## config.mk

```make
export PLATFORM = sky130hd
export DESIGN_NAME = ale_gen
export DESIGN_NICKNAME = d
export VERILOG_FILES = /design/src/rtl/ale_gen_pkg.sv /design/src/rtl/ale_strap_cfg.sv /design/src/rtl/ale_slot_dec.sv /design/src/rtl/ale_gate.sv /design/src/rtl/ale_gen.sv
export SDC_FILE = /design/constraint.sdc
export NUM_CORES = 1
export LEC_CHECK = 0
export BUFFER_PORTS_ARGS = -buffer_cell sky130_fd_sc_hd__buf_4
export CAP_MARGIN = 15
export CORE_MARGIN = 2
export CORE_UTILIZATION = 42
export CTS_CLUSTER_SIZE = 20
export DETAILED_ROUTE_END_ITERATION = 10
export PLACE_DENSITY = 0.86
export SYNTH_ARGS = -nofsm -noshare
export SYNTH_HDL_FRONTEND = slang
export SYNTH_SLANG_ARGS = --single-unit
```

## constraint.sdc

```tcl
create_clock -name clk_i -period 2.3 [get_ports clk_i]
set_input_delay 0.46 -clock clk_i [delete_from_list [all_inputs] [get_ports clk_i]]
set_output_delay 0.46 -clock clk_i [all_outputs]
set_load 0.005 [all_outputs]
```

## src/rtl/ale_gen_pkg.sv

```systemverilog
package ale_gen_pkg;
  typedef enum logic [1:0] {
    PWR_RUN  = 2'd0,
    PWR_IDLE = 2'd1,
    PWR_DOWN = 2'd2
  } pwr_e;

  typedef struct packed {
    logic start;      // edge opens a strobe slot
    logic tail;       // edge inside the slot's pulse window, after start
    logic xfer_slot;  // slot start that a data transfer drops
  } slot_t;
endpackage

```

## src/rtl/ale_strap_cfg.sv

```systemverilog
module ale_strap_cfg #(
  parameter int DATA_W  = 8,
  parameter int RFI_BIT = 5
) (
  input  logic              clk_i,
  input  logic              rst_ni,
  input  logic              ea_i,
  input  logic              we_i,
  input  logic [DATA_W-1:0] wdata_i,
  output logic              ea_o,
  output logic              strap_done_o,
  output logic              quiet_o
);
  logic done_q, ea_q, quiet_q;

  always_ff @(posedge clk_i or negedge rst_ni) begin
    if (!rst_ni) begin
      done_q <= 1'b0;
      ea_q   <= 1'b1;
    end else if (!done_q) begin
      done_q <= 1'b1;
      ea_q   <= ea_i;
    end
  end

  always_ff @(posedge clk_i or negedge rst_ni) begin
    if (!rst_ni)   quiet_q <= 1'b0;
    else if (we_i) quiet_q <= wdata_i[RFI_BIT];
  end

  // strap follows the pin until it has been captured
  assign ea_o         = done_q ? ea_q : ea_i;
  assign strap_done_o = done_q;
  assign quiet_o      = quiet_q;
endmodule

```

## src/rtl/ale_slot_dec.sv

```systemverilog
module ale_slot_dec
  import ale_gen_pkg::*;
#(
  parameter int PHASES     = 12,
  parameter int SLOT_LEN   = 6,
  parameter int PULSE_W    = 2,
  parameter int START_OFS  = 0,
  parameter int XSKIP_SLOT = 1,
  localparam int PH_W      = $clog2(PHASES),
  localparam int NSLOT     = PHASES / SLOT_LEN
) (
  input  logic [PH_W-1:0] phase_i,
  output slot_t           slot_o
);
  logic [NSLOT-1:0]         hit;
  logic [NSLOT*PULSE_W-1:0] win;

  for (genvar s = 0; s < NSLOT; s++) begin : g_slot
    localparam int BASE = s * SLOT_LEN + START_OFS;
    assign hit[s] = (phase_i == PH_W'(BASE));
    for (genvar k = 0; k < PULSE_W; k++) begin : g_win
      assign win[s*PULSE_W+k] = (phase_i == PH_W'(BASE + k));
    end
  end

  assign slot_o.start     = |hit;
  assign slot_o.tail      = (|win) & ~(|hit);
  assign slot_o.xfer_slot = hit[XSKIP_SLOT];
endmodule

```

## src/rtl/ale_gate.sv

```systemverilog
module ale_gate #(
  parameter int ADDR_W = 16
) (
  input  logic              quiet_i,
  input  logic              ea_i,
  input  logic              xdata_i,
  input  logic              xfer_slot_i,
  input  logic [ADDR_W-1:0] fetch_addr_i,
  input  logic [ADDR_W-1:0] imem_top_i,
  output logic              emit_o
);
  logic beyond, allowed, dropped;

  always_comb begin
    beyond  = fetch_addr_i > imem_top_i;
    // quiet mode only bites on internal fetches inside internal memory
    allowed = ~quiet_i | ~ea_i | xdata_i | beyond;
    dropped = xdata_i & xfer_slot_i;
    emit_o  = allowed & ~dropped;
  end
endmodule

```

## src/rtl/ale_gen.sv

```systemverilog
module ale_gen
  import ale_gen_pkg::*;
#(
  parameter int PHASES     = 12,
  parameter int SLOT_LEN   = 6,
  parameter int PULSE_W    = 2,
  parameter int START_OFS  = 0,
  parameter int XSKIP_SLOT = 1,
  parameter int ADDR_W     = 16,
  parameter int DATA_W     = 8,
  parameter int RFI_BIT    = 5,
  localparam int PH_W      = $clog2(PHASES)
) (
  input  logic              clk_i,
  input  logic              rst_ni,
  input  logic [PH_W-1:0]   phase_i,
  input  logic              xdata_i,
  input  logic              ea_i,
  input  logic [ADDR_W-1:0] fetch_addr_i,
  input  logic [ADDR_W-1:0] imem_top_i,
  input  logic              idle_i,
  input  logic              pd_i,
  input  logic              pcon_we_i,
  input  logic [DATA_W-1:0] pcon_wdata_i,
  output logic              ale_o
);
  slot_t slot;
  pwr_e  pwr;
  logic  ea_lat, strap_done, quiet, emit;
  logic  armed_q, ale_q, ale_d;

  ale_strap_cfg #(.DATA_W(DATA_W), .RFI_BIT(RFI_BIT)) u_cfg (
    .clk_i       (clk_i),
    .rst_ni      (rst_ni),
    .ea_i        (ea_i),
    .we_i        (pcon_we_i),
    .wdata_i     (pcon_wdata_i),
    .ea_o        (ea_lat),
    .strap_done_o(strap_done),
    .quiet_o     (quiet)
  );

  ale_slot_dec #(
    .PHASES(PHASES), .SLOT_LEN(SLOT_LEN), .PULSE_W(PULSE_W),
    .START_OFS(START_OFS), .XSKIP_SLOT(XSKIP_SLOT)
  ) u_dec (
    .phase_i(phase_i),
    .slot_o (slot)
  );

  ale_gate #(.ADDR_W(ADDR_W)) u_gate (
    .quiet_i     (quiet),
    .ea_i        (ea_lat),
    .xdata_i     (xdata_i),
    .xfer_slot_i (slot.xfer_slot),
    .fetch_addr_i(fetch_addr_i),
    .imem_top_i  (imem_top_i),
    .emit_o      (emit)
  );

  always_comb begin
    if (pd_i)        pwr = PWR_DOWN;
    else if (idle_i) pwr = PWR_IDLE;
    else             pwr = PWR_RUN;
  end

  always_comb begin
    unique case (pwr)
      PWR_DOWN: ale_d = 1'b0;
      PWR_IDLE: ale_d = 1'b1;
      default: begin
        if (slot.start)     ale_d = emit;
        else if (slot.tail) ale_d = armed_q;
        else                ale_d = 1'b0;
      end
    endcase
  end

  always_ff @(posedge clk_i or negedge rst_ni) begin
    if (!rst_ni) begin
      armed_q <= 1'b0;
      ale_q   <= 1'b0;
    end else begin
      if (slot.start) armed_q <= emit;
      ale_q <= ale_d;
    end
  end

  assign ale_o = ale_q;
endmodule

```

* Yosys cells after proc, flatten, opt, wreduce, memory -nomap -nowiden
Cells that the tools add are included.
** Cells by class
- Add/subtract/negate cells :: 0
- $mul :: 0
- Div/mod/pow operators :: 0
- Order comparisons :: 1
- Equal/unequal tests :: 5
- Shift-type cells :: 0
- Multiplexer cells :: 6
- Bitwise gates (word level) :: 10
- Reduce and logical (&&, ||, !) cells :: 3
** Operator list (number)
- $gt 16x16->1 :: 1
- $eq 4x3->1 const B :: 2
- $eq 4x1->1 const B :: 1
- $logic_not 4->1 :: 1
- $mux 1 :: 4
- $not 1->1 :: 4
- $reduce_or 4->1 :: 1
- $and 1x1->1 :: 3
- $or 1x1->1 :: 3
- $eq 2x1->1 const B :: 1
- $eq 2x2->1 const B :: 1
- $mux 2 :: 1
- $pmux 1 s2 :: 1
- $reduce_or 2->1 :: 1
** Storage, ports and cells
- Register bits after elaboration :: 5
- Latch bits :: 0
- RAM bits :: 0
- Bits in read-only memories :: 0
- Input port bits :: 51
- Word-level logic and storage cells :: 30
- Memories :: 0

* Depth between registers and ports, before layout
Gate-level depths: netlist of the first run.
- Depth after elaboration :: 8
- Gate-level depth with buffers :: 7
- Depth with buffers taken out :: 7

* By module
A second synthesis of the first run with hierarchy kept.
** Second synthesis, totals
- Cells, all modules :: 76
- Area total of the unflattened synthesis :: 675.6 um^2
** Modules (own cells, without submodules)
- ale_gate :: instances 1, cells each 59, area an instance 447.9 um^2
- ale_strap_cfg :: instances 1, cells each 6, area an instance 110.1 um^2
- ale_gen :: instances 1, cells each 6, area an instance 82.6 um^2
- ale_slot_dec :: instances 1, cells each 5, area an instance 35.0 um^2

* Worst setup path before layout of the first run
No wires, ideal clock.
- Path kind :: input to register
- Start point :: input port imem_top_i[15]
- End point :: register armed_q
- Library setup time :: 0.092 ns
- Arrival :: 1.824 ns
- Slack :: 0.384 ns
- Cell stages on the path :: 7
- Buffers on the path :: 0
- Cells stage by stage :: inv_1 > ha_1 > nand4_2 > or4_4 > a21oi_2 > nor4b_1 > o31ai_2
** Between the ends
- Longest elaborated chain between the ends :: 3
** RTL lines
- start: declaration :: RTL line ale_gen.sv:20 : input logic [ADDR_W-1:0] imem_top_i,
- $gt 16x16->1 :: RTL line ale_gate.sv:15 : beyond = fetch_addr_i > imem_top_i;
- $or 1x1->1 :: RTL line ale_gate.sv:17 : allowed = ~quiet_i | ~ea_i | xdata_i | beyond;
- $and 1x1->1 :: RTL line ale_gate.sv:19 : emit_o = allowed & ~dropped;
- end signal: assignment :: RTL line ale_gen.sv:84 : if (slot.start) armed_q <= emit;
- end: declaration :: RTL line ale_gen.sv:30 : logic armed_q, ale_q, ale_d;
Every way passes these cells.
A chain may end at the register's enable or synchronous reset.

* Final worst setup path of the first run
- Start point :: input port fetch_addr_i[15]
- End point :: register armed_q
** Between the ends
- Longest elaborated chain between the ends :: 3
** RTL lines
- start: declaration :: RTL line ale_gen.sv:19 : input logic [ADDR_W-1:0] fetch_addr_i,
- $gt 16x16->1 :: RTL line ale_gate.sv:15
- $or 1x1->1 :: RTL line ale_gate.sv:17
- $and 1x1->1 :: RTL line ale_gate.sv:19
Every way passes these cells.

==> key figures, run 1 <==
Floorplan
  – Initial Utilization: a little under half
  – Number of rows in the core area: 14
  – Chip Height: 44.48 um
  – Width of the die: 44.48 um
  – Floorplan Core Area: 1524 um2
  – Full die area: between 1500 and 2000 um2
  – Io pins: 52

GRT
  – Initial antenna violation count: 0
  – Wire length of the first global-routing pass: 2760 um
  – Vias in the first global route: 728
  – Total Routing Usage GR: 18.52%
  – Largest net degree at the start of global routing: 6
  – Global route total overflow: 0

Layout
  – Sequential cell area: roughly 130 um2
  – Most frequent standard cell in the layout excluding fill and tap cells: sky130_fd_sc_hd__buf_4
  – Most used cells in the layout excluding fill and tap cells: 44 x sky130_fd_sc_hd__buf_4, 17 x sky130_fd_sc_hd__inv_1, 16 x sky130_fd_sc_hd__ha_1, 9 x sky130_fd_sc_hd__nand2_1, 7 x sky130_fd_sc_hd__a21oi_1
  – Layout cells sized above 1: 42.11%
  – Fill count: roughly 130
  – Area growth from synthesis to layout: 54.73%
  – Multi-input gate area: ~500 um2
  – Ant. Diodes: 0
  – Net count, final: 201

Synth
  – Warnings from Yosys: 0
  – Post-synthesis compound-gate area fraction: 17.27%
  – Post-synthesis sequential area ratio: 18.36%
  – Mean Syn Cell Area: 8.096 um2
  – Share of cell area taken by muxes after synthesis: 3.273%
  – Library cells used by synthesis: 28
  – Parity-gate share of the synthesized area counting xor and xnor cells: 1.273%
  – Post-synth net total: 152
  – Main combinational cell family by area after synthesis: adder cells
  – Synthesized-area fraction occupied by and/or/nand/nor cells: 20.91%
  – #FFs+latches synth: 5
  – Syn Inst Count: 85
  – Post-synth design cell area: between 600 and 700 um2
  – Post-synthesis share of cell area spent on full adders, half adders and majority gates: 29.09%

Power and ir drop
  – Total leakage power: 0.5930 nW
  – Max IR drop VDD: roughly 0.17 mV
  – Power density of the placed cells: between 300 and 400 nW/um2

STA
  – RSZ-0062 raised after global routing: false
  – Final sum of negative setup slack: 0 ns
  – Post-layout minimum cycle time: about 1.9 ns
  – Final setup violation count: 0
  – Layout Skew: 0.005325 ns
  – Fmax achieved: about 0.53 GHz
  – Worst hold slack: 0.01371 ns
  – Crit share post-route: 82.58%
  – Final number of max-transition violations: 0
  – Final critical-path setup slack: 0.4007 ns
  – Final count of hold timing violations: 0

Route
  – Routed Wire Length: about 1600 um
  – Iter 0 DRT Violations: 7
  – Final routed DRC violation total: 0
  – Count of TritonRoute iterations in the first routing pass: 4
  – Wire length per cell after detailed routing: between 10 and 15 um
  – Average vias per placed instance: 4.940
  – Antenna violation net count after detailed routing: 0
  – Vias after detailed routing: between 700 and 800

Critical path
  – Timing endpoint of the critical path: armed_q
  – Cell class contributing the biggest share of worst-path delay: simple AND/OR/NAND/NOR gates
  – Critical path peak fanout: 4
  – Critical path depth in cells: 7
  – Worst reg-to-reg setup slack: 0.90 ns
  – Startpoint Class: input pin
  – Classification of the worst setup path: in -> reg
  – Chain of cells forming the critical path: buf_4, ha_1, nand4_2, or4_4, a21oi_2, nor4b_1, o31ai_2
  – RR Endpoint: armed_q
  – Count of buffer and inverter cells on the critical path: 1
  – Critical path data arrival time: roughly 2 ns
  – Worst path required time: 2.44 ns
  – Critical path's largest stage delay: 0.59 ns
  – Kind of capture point of the worst setup path: flop
  – Reg-to-reg critical path startpoint: u_cfg.ea_q
  – Standard cell with the maximum stage delay on the critical path: sky130_fd_sc_hd__or4_4
  – First element of the critical path: fetch_addr_i[15]
  – Cells on worst reg2reg path: 4

Place
  – Pre-CTS setup slack: 0.1901 ns
  – Number of port buffers: between 40 and 50
  – Sum of net half-perimeters after detailed placement: between 1000 and 1500 um
  – Weighted congestion reported at the end of routability-driven placement: just over 0.7

CTS
  – Register clock-pin slew on the reported worst setup and hold paths: ~0.040 ns
  – Maximum clock insertion buffer count: 2
  – Hold_buf cts: 0
  – Setup fix buffers added after clock tree synthesis: 0
  – Latest clock arrival within the worst-skew pair: approximately 0.24 ns
  – Cell chosen for the clock root: sky130_fd_sc_hd__clkbuf_4
  – Total clock buffers created by CTS: 3
  – Number of cells upsized or downsized after cts: 0
  – Number of clock sinks: 5
  – TritonCTS clock tree: yes
  – Maximum level of the CTS H-tree: 1

Run status
  – Result of the run: finished, final reports clean

Hold path
  – Class of the tightest hold or removal check: in -> async

Job
  – Max-capacitance violation count: 0
[registers in the layout, summed over array words and instances (netlist names)]
signal,flops
armed_q,1
ale_o,1
u_cfg.quiet_o,1
u_cfg.strap_done_o,1
u_cfg.ea_q,1
[per-stage QoR]
| stage | std cells | total power [mW] | utilization (%) | cell area (um2) |
|---|---|---|---|---|
| detailed placement | 145 | 0.2584 | 68.14 | 1039 |
| CTS | 149 | 0.3596 | 69.87 | 1065 |
| finish | 149 | 0.3541 | 69.87 | 1065 |
| global placement | 145 | 0.2510 | 68.14 | 1039 |
| floorplan | 85 | 0.1800 | - | 688.2 |
| global route | 149 | 0.3881 | 69.87 | 1065 |
[Yosys cell counts]
library cell | instances | share of area [%]
sky130_fd_sc_hd__or3_1 | 1 | 0.91
sky130_fd_sc_hd__dfrtp_1 | 4 | 15
sky130_fd_sc_hd__nor2b_1 | 1 | 0.91
sky130_fd_sc_hd__dfstp_2 | 1 | 3.8
sky130_fd_sc_hd__o31ai_2 | 1 | 1.8
sky130_fd_sc_hd__nor3b_1 | 1 | 1.1
sky130_fd_sc_hd__inv_1 | 17 | 9.3
sky130_fd_sc_hd__nor2_1 | 5 | 2.7
sky130_fd_sc_hd__conb_1 | 1 | 0.54
sky130_fd_sc_hd__o21ai_0 | 2 | 1.5
sky130_fd_sc_hd__xnor2_1 | 1 | 1.3
sky130_fd_sc_hd__a21oi_2 | 1 | 1.3
sky130_fd_sc_hd__nor3_1 | 3 | 2.2
sky130_fd_sc_hd__o21ai_4 | 1 | 2.4
sky130_fd_sc_hd__nand2_1 | 9 | 4.9
sky130_fd_sc_hd__nand4_2 | 1 | 1.8
sky130_fd_sc_hd__o21bai_1 | 1 | 1.1
sky130_fd_sc_hd__ha_1 | 16 | 29
sky130_fd_sc_hd__a21oi_1 | 7 | 5.1
sky130_fd_sc_hd__o21a_1 | 1 | 1.1
sky130_fd_sc_hd__or4_4 | 1 | 1.6
sky130_fd_sc_hd__nand3b_2 | 1 | 1.6
sky130_fd_sc_hd__o22ai_1 | 1 | 0.91
sky130_fd_sc_hd__nor4b_1 | 1 | 1.3
sky130_fd_sc_hd__a211oi_1 | 1 | 1.1
sky130_fd_sc_hd__o211ai_1 | 1 | 1.1
sky130_fd_sc_hd__mux2_2 | 2 | 3.3
sky130_fd_sc_hd__nand4_1 | 2 | 1.8
[report_power, final]
part | total (mW) | internal (mW) | leakage, nW | switching (mW)
combinational | 0.153 | 0.0900 | 0.519 | 0.0631
clock | 0.0977 | 0.0654 | 0.0150 | 0.0323
sequential | 0.103 | 0.0991 | 0.0587 | 0.00417
total | 0.354 | 0.254 | 0.593 | 0.0996
[worst register-to-register path, delay by kind of cell, from the launching register on]
family / cells / cell delay [ns]
mux: 1 / 0.16
compound gates: 1 / 0.09
flops: 1 / 0.51
simple gates: 2 / 0.51
[worst min-delay path by stage]
stage | startpoint | end | depth (start not counted)
finish | rst_ni | u_cfg.quiet_o | 1
global route | rst_ni | armed_q | 1
CTS | rst_ni | u_cfg.quiet_o | 1
detailed placement | rst_ni | armed_q | 1
global placement | rst_ni | u_cfg.quiet_o | 1
floorplan | rst_ni | ale_o | 0
[cell families (layout without fill, tap and decap cells)]
| logic type | after synthesis | in the layout |
|---|---|---|
| buffers and inverters | 17 | 65 |
| multiplexers | 2 | 2 |
| adder cells (fa/ha/maj) | 16 | 16 |
| XOR/XNOR | 1 | 1 |
| other | 1 | 1 |
| AND/OR/NAND/NOR | 26 | 26 |
| flip-flops | 5 | 5 |
| AO/OA/AOI/OAI | 17 | 17 |
[routing by layer]
metal / vias up / global-route usage, % / routed length, um
li1: 388 / - / -
met1: 315 / 20.35 / 567
met2: 33 / 34.78 / 845
met3: 0 / 5.306 / 142
met4: 0 / 3.636 / 0
met5: - / 0 / 0
[final cells by class]
| cell class | instances | area share [%] |
|---|---|---|
| Timing Repair Buffer | 44 | 31.02 |
| Tap cell | 16 | 1.880 |
| Multi-Input combinational cell | 63 | 46.77 |
| Inverter | 17 | 5.993 |
| Sequential cell | 5 | 11.87 |
| Clock buffer | 4 | 2.468 |
Power figures use the tool's default switching activity.
==> run 2: changes to the inputs <==
--- a/config.mk
+++ b/config.mk
@@ -7,11 +7,12 @@
 export LEC_CHECK = 0
 export BUFFER_PORTS_ARGS = -buffer_cell sky130_fd_sc_hd__buf_4
 export CAP_MARGIN = 15
+export CORE_ASPECT_RATIO = 1.5
 export CORE_MARGIN = 2
-export CORE_UTILIZATION = 42
+export CORE_UTILIZATION = 35
 export CTS_CLUSTER_SIZE = 20
 export DETAILED_ROUTE_END_ITERATION = 10
-export PLACE_DENSITY = 0.86
+export PLACE_DENSITY = 0.76
 export SYNTH_ARGS = -nofsm -noshare
 export SYNTH_HDL_FRONTEND = slang
 export SYNTH_SLANG_ARGS = --single-unit
==> constraint.sdc (replaced) <==
create_clock -name clk_i -period 1.7 [get_ports clk_i]
set_input_delay 0.34 -clock clk_i [delete_from_list [all_inputs] [get_ports clk_i]]
set_output_delay 0.34 -clock clk_i [all_outputs]
set_load 0.005 [all_outputs]
==> key figures, run 2 (synthesis gave the netlist of run 1 again) <==
STA
  – Final setup violation count: 0 (unchanged)
  – Final sum of negative setup slack: 0 ns (unchanged)
  – Post-layout minimum cycle time: 1.623 ns
  – Crit share post-route: 95.46%
  – Fmax achieved: 0.6162 GHz
  – RSZ-0062 raised after global routing: false (unchanged)
  – Layout Skew: 0.001852 ns (was 0.005325 ns)
  – Final count of hold timing violations: 0 (unchanged)
  – Final number of max-transition violations: 0 (unchanged)

Place
  – Total instance count after detailed placement: 152 (was 145)
  – Standard cell area after detailed placement: 1072 um2 (was 1039 um2)
  – Number of port buffers: 44 (unchanged)
  – Sum of net half-perimeters after detailed placement: 1399 um (was 1424 um)
  – Weighted congestion reported at the end of routability-driven placement: 0.6887 (was 0.7154)

Floorplan
  – Number of rows in the core area: 19 (was 14)
  – Chip Height: 58.31 um (was 44.48 um)
  – Io pins: 52 (unchanged)
  – Width of the die: 40.21 um (was 44.48 um)
  – Full die area: 2344 um2 (was 1978 um2)
  – Floorplan Core Area: 1854 um2 (was 1524 um2)
  – Initial Utilization: 37.11% (was 45.16%)

CTS
  – Number of clock sinks: 5 (unchanged)
  – Maximum clock insertion buffer count: 2 (unchanged)
  – Total clock buffers created by CTS: 3 (unchanged)
  – TritonCTS clock tree: yes (unchanged)
  – Maximum level of the CTS H-tree: 1 (unchanged)
  – Latest clock arrival within the worst-skew pair: 0.24 ns (about the same)
  – Register clock-pin slew on the reported worst setup and hold paths: 0.04 ns (about the same)
  – Cell chosen for the clock root: sky130_fd_sc_hd__clkbuf_4 (unchanged)
  – Setup fix buffers added after clock tree synthesis: 0 (unchanged)

Critical path
  – Critical path data arrival time: 1.77 ns (was 2.04 ns)
  – Cell class contributing the biggest share of worst-path delay: simple AND/OR/NAND/NOR gates (unchanged)
  – Worst path required time: 1.84 ns (was 2.44 ns)
  – Critical path's largest stage delay: 0.54 ns (was 0.59 ns)
  – Chain of cells forming the critical path: buf_4, ha_1, nand2_1, or4_4, a21oi_2, nor4b_1, o31ai_2 (was buf_4, ha_1, nand4_2, or4_4, a21oi_2, nor4b_1, o31ai_2)
  – Kind of capture point of the worst setup path: flop (unchanged)
  – Classification of the worst setup path: in -> reg (unchanged)
  – Count of buffer and inverter cells on the critical path: 1 (unchanged)
  – Standard cell with the maximum stage delay on the critical path: sky130_fd_sc_hd__or4_4 (unchanged)
  – Startpoint Class: input pin (unchanged)
  – Critical path peak fanout: 3 (was 4)

Route
  – Antenna violation net count after detailed routing: 0 (unchanged)
  – Vias after detailed routing: 737 (was 736)
  – Average vias per placed instance: 4.694 (was 4.940)
  – Final routed DRC violation total: 0 (unchanged)
  – Count of TritonRoute iterations in the first routing pass: 2 (was 4)
  – Iter 0 DRT Violations: 4 (was 7)
  – Routed Wire Length: 1517 um (was 1555 um)
  – Wire length per cell after detailed routing: 9.662 um (was 10.44 um)

Layout
  – Ant. Diodes: 0 (unchanged)
  – Layout Utilization: 60.26% (was 69.87%)
  – Net count, final: 204 (was 201)
  – Area growth from synthesis to layout: 62.36% (was 54.73%)
  – Layout cells sized above 1: 43.38% (was 42.11%)
  – Most frequent standard cell in the layout excluding fill and tap cells: sky130_fd_sc_hd__buf_4 (unchanged)
  – Fill count: 184 (was 131)
  – Post-route insts no fill: 157 (was 149)
  – Finished Cell Area: 1117 um2 (was 1065 um2)
  – Most used cells in the layout excluding fill and tap cells: 46 x sky130_fd_sc_hd__buf_4, 17 x sky130_fd_sc_hd__inv_1, 15 x sky130_fd_sc_hd__ha_1, 9 x sky130_fd_sc_hd__nand2_1, 7 x sky130_fd_sc_hd__a21oi_1 (was 44 x sky130_fd_sc_hd__buf_4, 17 x sky130_fd_sc_hd__inv_1, 16 x sky130_fd_sc_hd__ha_1, 9 x sky130_fd_sc_hd__nand2_1, 7 x sky130_fd_sc_hd__a21oi_1)

GRT
  – Vias in the first global route: 760 (was 728)
  – Total Routing Usage GR: 15.42% (was 18.52%)
  – Global route total overflow: 0 (unchanged)
  – Largest net degree at the start of global routing: 6 (unchanged)
  – Wire length of the first global-routing pass: 2594 um (was 2760 um)
  – Initial antenna violation count: 0 (unchanged)

Hold path
  – Class of the tightest hold or removal check: in -> reg (was in -> async)

Run status
  – Result of the run: finished, final reports clean (unchanged)

Job
  – Max-capacitance violation count: 0 (unchanged)

Power and ir drop
  – Max IR drop VDD: 0.2827 mV (was 0.1692 mV)
  – Final Total Pwr: 0.4972 mW (was 0.3541 mW)
  – Power density of the placed cells: 445.0 nW/um2 (was 332.6 nW/um2)
  – Total leakage power: 0.6048 nW (was 0.5930 nW)
run 2: stage by stage:
stage                     hold WS, ns  setup WS, ns
after floorplan               0.04441     -0.001014
after global placement         0.1407       -0.1539
after detailed placement       0.1439       -0.1944
after CTS                      0.3041       0.05399
after global routing           0.2975      0.001935
final                          0.3082       0.07712
run 2: power breakdown:
part	switching (mW)	internal, mW	leakage, nW
clock network	0.0478	0.0887	0.0150
registers	0.00608	0.134	0.0587
logic	0.0890	0.132	0.531
run 2: worst register-to-register path, cell delays in order, from the launching register on:
cell and delay (ns):
sky130_fd_sc_hd__dfstp_2 0.51, sky130_fd_sc_hd__mux2_2 0.16, sky130_fd_sc_hd__nand3b_2 0.10, sky130_fd_sc_hd__nor4b_1 0.39, sky130_fd_sc_hd__o31ai_2 0.09
run 2: path summary, 6_finish.rpt:
kind | slack, ns | from | depth (start not counted) | to
min | 0.31 | pd_i | 2 | ale_o
min reg2reg | 0.51 | armed_q | 2 | armed_q
max in group asynchronous | 1.07 | rst_ni | 2 | u_cfg.ea_q
max reg2reg | 0.31 | u_cfg.ea_q | 4 | armed_q
max | 0.08 | fetch_addr_i[11] | 7 | armed_q
min in group asynchronous | 0.43 | rst_ni | 2 | u_cfg.strap_done_o
run 2: final cells by class:
class                   instances  area (um2)  share of cell area [%]
multi-input cells              63       519.2                   46.47
flip-flops and latches          5       126.4                   11.31
inverters                      17       63.81                   5.711
clock buffers                   4       26.28                   2.352
repair buffers                 47       355.3                   31.80
well taps                      21       26.28                   2.352
run 2: metal layers:
metal | wire length, um | track usage [%] | part of all wire [%]
met3 | 111 | 2.264 | 7.3
met1 | 521 | 14.89 | 34
met5 | 0 | 0 | 0
met2 | 874 | 29.26 | 58
met4 | 8 | 7.143 | 0.53
run 2: repair_timing:
| item | 4_1_cts | 5_1_grt |
|---|---|---|
| hold buffers | 1 | 0 |
| hold endpoints to repair | 4 | 0 |
| resized for setup | 0 | 1 |
| endpoints found under the setup margin | 0 | 1 |
